<file path="config.mk">
export PLATFORM = sky130hd
export DESIGN_NAME = dbj_route_gen
export DESIGN_NICKNAME = d
export VERILOG_FILES = /design/src/rtl/dbj_pkg.sv /design/src/rtl/dbj_dbl_unit.sv /design/src/rtl/dbj_sub_unit.sv /design/src/rtl/dbj_route_gen.sv
export SDC_FILE = /design/constraint.sdc
export NUM_CORES = 1
export LEC_CHECK = 0
export BUFFER_PORTS_ARGS = -buffer_cell sky130_fd_sc_hd__buf_2
export CAP_MARGIN = 20
export CORE_ASPECT_RATIO = 1.5
export CORE_MARGIN = 2
export CORE_UTILIZATION = 30
export CTS_CLUSTER_DIAMETER = 30
export DETAILED_ROUTE_END_ITERATION = 16
export PLACE_DENSITY_LB_ADDON = 0.25
export SKIP_LAST_GASP = 1
export SLEW_MARGIN = 5
export SYNTH_ARGS = -nofsm -noshare
export SYNTH_HDL_FRONTEND = slang
export SYNTH_SLANG_ARGS = --single-unit
</file>
<file path="constraint.sdc">
create_clock -name clk -period 3.25 [get_ports clk]
set_input_delay 0.4875 -clock clk [delete_from_list [all_inputs] [get_ports clk]]
set_output_delay 0.4875 -clock clk [all_outputs]
set_load 0.02 [all_outputs]
</file>
<file path="src/rtl/dbj_pkg.sv">
package dbj_pkg;

  typedef enum logic [2:0] {
    ST_IDLE,
    ST_DBL,
    ST_DIFF,
    ST_WALK,
    ST_FIN
  } dbj_state_e;

  // (2*x + b) mod n, valid for x < n and b in {0,1}
  function automatic int unsigned dbl_mod(input int unsigned x,
                                          input int unsigned b,
                                          input int unsigned n);
    int unsigned v;
    v = 2 * x + b;
    return (v >= n) ? v - n : v;
  endfunction

  // (a - b) mod n, valid for a < n and b < n
  function automatic int unsigned sub_mod(input int unsigned a,
                                          input int unsigned b,
                                          input int unsigned n);
    return (a >= b) ? a - b : a + n - b;
  endfunction

endpackage

</file>
<file path="src/rtl/dbj_dbl_unit.sv">
module dbj_dbl_unit #(
  parameter int unsigned N_NODES = 14,
  parameter int unsigned AW      = 4
) (
  input  logic [AW-1:0] x_i,
  input  logic          bit_i,
  output logic [AW-1:0] y_o
);
  always_comb y_o = AW'(dbj_pkg::dbl_mod(32'(x_i), 32'(bit_i), N_NODES));
endmodule

</file>
<file path="src/rtl/dbj_sub_unit.sv">
module dbj_sub_unit #(
  parameter int unsigned N_NODES = 14,
  parameter int unsigned AW      = 4
) (
  input  logic [AW-1:0] a_i,
  input  logic [AW-1:0] b_i,
  output logic [AW-1:0] y_o
);
  always_comb y_o = AW'(dbj_pkg::sub_mod(32'(a_i), 32'(b_i), N_NODES));
endmodule

</file>
<file path="src/rtl/dbj_route_gen.sv">
module dbj_route_gen #(
  parameter int unsigned N_NODES = 14,
  parameter int unsigned DIAM    = 4,
  localparam int unsigned AW     = $clog2(N_NODES),
  localparam int unsigned IW     = $clog2(DIAM + 1)
) (
  input  logic            clk,
  input  logic            rst_n,
  input  logic            start,
  input  logic [AW-1:0]   src_node,
  input  logic [AW-1:0]   dst_node,
  output logic            done,
  output logic [DIAM-1:0] route_word,
  output logic            node_vld,
  output logic [IW-1:0]   node_idx,
  output logic [AW-1:0]   node_out
);
  import dbj_pkg::*;

  dbj_state_e      state;
  logic [IW-1:0]   cnt;
  logic [AW-1:0]   s_q, d_q, acc, cur;
  logic [DIAM-1:0] sh, route_q;
  logic            node_vld_q, done_q;
  logic [IW-1:0]   idx_q;
  logic [AW-1:0]   node_q;

  // combinational arithmetic results brought out for reading and checking
  logic [AW-1:0] acc_nxt, cur_nxt, diff;

  // named events
  logic start_acc, dbl_last, last_emit;
  assign start_acc = start && (state == ST_IDLE);
  assign dbl_last  = (state == ST_DBL)  && (cnt == IW'(DIAM - 1));
  assign last_emit = (state == ST_WALK) && (cnt == IW'(DIAM));

  dbj_dbl_unit #(.N_NODES(N_NODES), .AW(AW)) i_dbl_acc (
    .x_i(acc), .bit_i(1'b0), .y_o(acc_nxt));

  dbj_dbl_unit #(.N_NODES(N_NODES), .AW(AW)) i_dbl_walk (
    .x_i(cur), .bit_i(sh[DIAM-1]), .y_o(cur_nxt));

  dbj_sub_unit #(.N_NODES(N_NODES), .AW(AW)) i_sub (
    .a_i(d_q), .b_i(acc), .y_o(diff));

  always_ff @(posedge clk) begin
    if (!rst_n) begin
      state      <= ST_IDLE;
      cnt        <= '0;
      s_q        <= '0;
      d_q        <= '0;
      acc        <= '0;
      cur        <= '0;
      sh         <= '0;
      route_q    <= '0;
      node_vld_q <= 1'b0;
      done_q     <= 1'b0;
      idx_q      <= '0;
      node_q     <= '0;
    end else begin
      node_vld_q <= 1'b0;
      done_q     <= 1'b0;
      unique case (state)
        ST_IDLE: if (start_acc) begin
          s_q   <= src_node;
          d_q   <= dst_node;
          acc   <= src_node;
          cnt   <= '0;
          state <= ST_DBL;
        end
        ST_DBL: begin
          acc <= acc_nxt;
          cnt <= cnt + IW'(1);
          if (dbl_last) state <= ST_DIFF;
        end
        ST_DIFF: begin
          route_q <= DIAM'(diff);
          sh      <= DIAM'(diff);
          cur     <= s_q;
          cnt     <= '0;
          state   <= ST_WALK;
        end
        ST_WALK: begin
          node_vld_q <= 1'b1;
          node_q     <= cur;
          idx_q      <= cnt;
          cur        <= cur_nxt;
          sh         <= sh << 1;
          cnt        <= cnt + IW'(1);
          if (last_emit) state <= ST_FIN;
        end
        ST_FIN: begin
          done_q <= 1'b1;
          state  <= ST_IDLE;
        end
        default: state <= ST_IDLE;
      endcase
    end
  end

  assign done       = done_q;
  assign route_word = route_q;
  assign node_vld   = node_vld_q;
  assign node_idx   = idx_q;
  assign node_out   = node_q;


  node_range_chk: assert property (@(posedge clk) disable iff (!rst_n)
    node_vld |-> (32'(node_out) < N_NODES));


  last_is_dst_chk: assert property (@(posedge clk) disable iff (!rst_n)
    (node_vld && node_idx == IW'(DIAM)) |-> (node_out == d_q));


  done_after_last_chk: assert property (@(posedge clk) disable iff (!rst_n)
    (node_vld && node_idx == IW'(DIAM)) |=> done);


  done_pulse_chk: assert property (@(posedge clk) disable iff (!rst_n)
    done |=> !done);


  idx_step_chk: assert property (@(posedge clk) disable iff (!rst_n)
    (node_vld && node_idx != '0) |->
      ($past(node_vld) && node_idx == $past(node_idx) + IW'(1)));


  acc_range_chk: assert property (@(posedge clk) disable iff (!rst_n)
    (state == ST_DBL) |-> (32'(acc) < N_NODES));

endmodule

</file>
==> out/results.tsv <==
stage	metric	value	unit
outcome	status	finished clean	
yosys	yosys_register_bits	39	
detailed_routing	viasPerCell	4.942	
worst_setup_path	path_max_fanout	4	
clock_tree	cts_resized	0	
final_layout	seqCellArea	780.7	sq um
final_layout	diodes	0	
final_layout	multi_input_area	1076	sq um
final_layout	final_common_cell	dfxtp_1	
grt	grt.total_usage	12.84	%
clock_tree	htreeDepth	2	
grt	grt_max_degree	23	
grt	grt_overflow	0	
yosys	synth_edf_count	0	
clock_tree	cts.sink_count	39	
final_layout	post-route-util	35.07	%
yosys	syn_nets	257	
sta	final-setup-viol-count	0	
sta	worstMarginPinSlew	0.8040	ns
worst_setup_path	critPathArrivalTime	2.65	ns
grt	grt_pass1_vias	1561	
detailed_routing	vias	1621	
clock_tree	hold_buffers	0	
min_path	hold-path-cell-count	3	
power_and_ir_drop	internal_power	860.6	uW
floorplan	die-area	7325	sq um
place	portBuffers	23	
clock_tree	clock_path_buffers	2	
sta	clock_skew	0.002646	ns
yosys	synth_warnings	0	
clock_tree	cts_root_buffer	clkbuf_8	
detailed_routing	wirelength	4390	microns
flow_run	drv_cap	0	
min_path	hold_path_class	input pin to flop	
yosys	synth_cells	232	
power_and_ir_drop	power.density	506.1	nW/um^2
place	hpwl	3143	microns
sta	fin_setup_tns	0	ns
clock_tree	clk_transition_reported_paths	0.08	ns
yosys	syn_area	1993	sq um
clock_tree	clk_latency	0.30	ns
detailed_routing	drt_iter0_markers	72	
min_path	hp-start	dst_node[0]	
power_and_ir_drop	vdd_drop_max	215.9	uV
min_path	hold_end	d_q[0]	
sta	whs	0.4221	ns
sta	fmax	411.6	MHz
power_and_ir_drop	pwr-share-comb	13.4	%
detailed_routing	drc	0	
final_layout	fill_cells	699	
clock_tree	cts_buffers	5	
detailed_routing	avgRoutedWirePerCell	13.38	microns
clock_tree	cts_tree	built	
floorplan	core_area	6486	sq um
worst_setup_path	start_kind	flop	
final_layout	fin_area	2275	sq um
sta	slew_violations	0	
sta	slew_headroom	46.32	%
sta	finalCriticalPeriod	2.430	ns
yosys	synth_flop_cell	dfxtp_1	
worst_setup_path	crit_type	flop to flop	
floorplan	die_y	103.8	microns
place	place_congestion	0.7400	
yosys	ys_seq_area_share	39.17	%
sta	rsz0062_at_grt	no	
power_and_ir_drop	switching_share	25.25	%
yosys	synthDistinctLibCells	46	
final_layout	syn2layout_area_growth	14.12	%
floorplan	rows	36	
final_layout	layout_common_cells	dfxtp_1 (39), nand2_1 (29), a21oi_1 (25)	
floorplan	start_util	30.73	%
power_and_ir_drop	clockPowerShare	42.6	%
worst_setup_path	r2r-end	route_word[3]	
sta	finalWorstSetupSlack	0.8204	ns
place	place_ws	0.8412	ns
power_and_ir_drop	p_sw	290.7	uW
final_layout	nets	276	
final_layout	drive_gt1_share	15.48	%
grt	grt_pass1_wl	7576	microns
worst_setup_path	r2r_slack	0.82	ns
floorplan	die_x	70.55	microns
worst_setup_path	reg2reg_from	d_q[1]	
power_and_ir_drop	p_leak	0.0009609	uW
power_and_ir_drop	power_frac_seq	44.0	%
place	place_area	2138	sq um
grt	antenna_found_initial	0	
yosys	synthArstFlopShare	0	%
clock_tree	post_cts_buffers	0	
sta	hold_viol	0	
worst_setup_path	end_kind	flop	
floorplan	ioPinCount	24	
sta	timing.final.crit_share	74.76	%
worst_setup_path	cp.required	3.47	ns
yosys	avgSynthCellArea	8.591	sq um
detailed_routing	dr.pass1.iters	4	
worst_setup_path	r2r_cells	10	
detailed_routing	final_antenna_net_count	0	
state kept, by name, summed over array words and instances, names as in the netlist, 4 cells and up:
register and count:
sh 4, cur 4, d_q 4, acc 4, s_q 4, route_word 4
node_out 4
power by group through the flow:
stage          registers (uW)  logic (uW)  clock network (uW)
2_1_floorplan             511         123                   0
3_3_place_gp              518         154                   0
3_5_place_dp              519         154                   0
4_1_cts                   507         155                 505
5_1_grt                   510         174                 519
6_report                  507         154                 491
kinds of logic after synthesis:
| kind of cell | synth area share [%] |
|---|---|
| buffers and inverters | 6.841 |
| DFF | 39.17 |
| AOI/OAI and AO/OA | 17.77 |
| and+or+nand+nor | 21.41 |
| muxes | 3.516 |
| xor gates and xnor gates | 1.758 |
| adders and majority gates | 9.542 |
Yosys cell counts, drive strengths merged, types with 3 or more instances:
library cell | instances | area (sq um)
nor2b | 3 | 18.77
o221ai | 3 | 26.28
ha | 12 | 150.1
a211oi | 4 | 30.03
a21oi | 26 | 133.9
nand2 | 29 | 108.9
inv | 15 | 56.30
o211ai | 5 | 37.54
nand3 | 4 | 20.02
and3 | 6 | 37.54
nand2b | 5 | 38.78
nand3b | 3 | 22.52
nor2 | 24 | 97.59
nor3 | 3 | 15.01
xor2 | 3 | 26.28
clkbuf | 4 | 16.26
dfxtp | 39 | 780.8
mux2i | 7 | 70.07
buf | 9 | 63.80
o21ai | 8 | 40.03
worst max-delay path, stage by stage (launching register included):
cell and delay (ns):
dfxtp_1 0.36, inv_1 0.08, ha_1 0.33, inv_1 0.06, ha_1 0.20, fa_1 0.38, xor2_1 0.19, nor2_1 0.06
a311o_1 0.32, a211o_1 0.30, o21ai_0 0.07
metal layers:
layer | vias to the layer above | global-route usage (%) | part of all wire, %
met2 | 26 | 22.91 | 52
met4 | 0 | 5.256 | 1.9
met1 | 749 | 14.95 | 44
li1 | 841 | - | -
met3 | 5 | 2.043 | 2.6
met5 | - | 0 | 0
per-stage QoR:
stage	power (uW)	cells
CTS	1167	328
global placement	671.8	320
floorplan	633.6	232
global route	1203	328
finish	1151	328
detailed placement	672.4	320
how the worst max path moves through the flow:
| stage | startpoint | end | slack, ns |
|---|---|---|---|
| final | d_q[1] | route_word[3] | 0.82 |
| after floorplan | d_q[1] | sh[3] | 0.97 |
| after CTS | d_q[1] | route_word[3] | 0.82 |
| after global placement | d_q[1] | route_word[3] | 0.88 |
| after detailed placement | d_q[1] | route_word[3] | 0.84 |
| after global routing | d_q[1] | sh[3] | 0.68 |
area by class of cell:
type                    count  area share [%]
well taps                  76           4.180
repair buffers             25           5.721
multi-input cells         165           47.30
clock buffers               5           3.025
flip-flops and latches     39           34.32
inverters                  15           2.475
clock inverters             3           2.970
(Power assumes the default switching activity.)
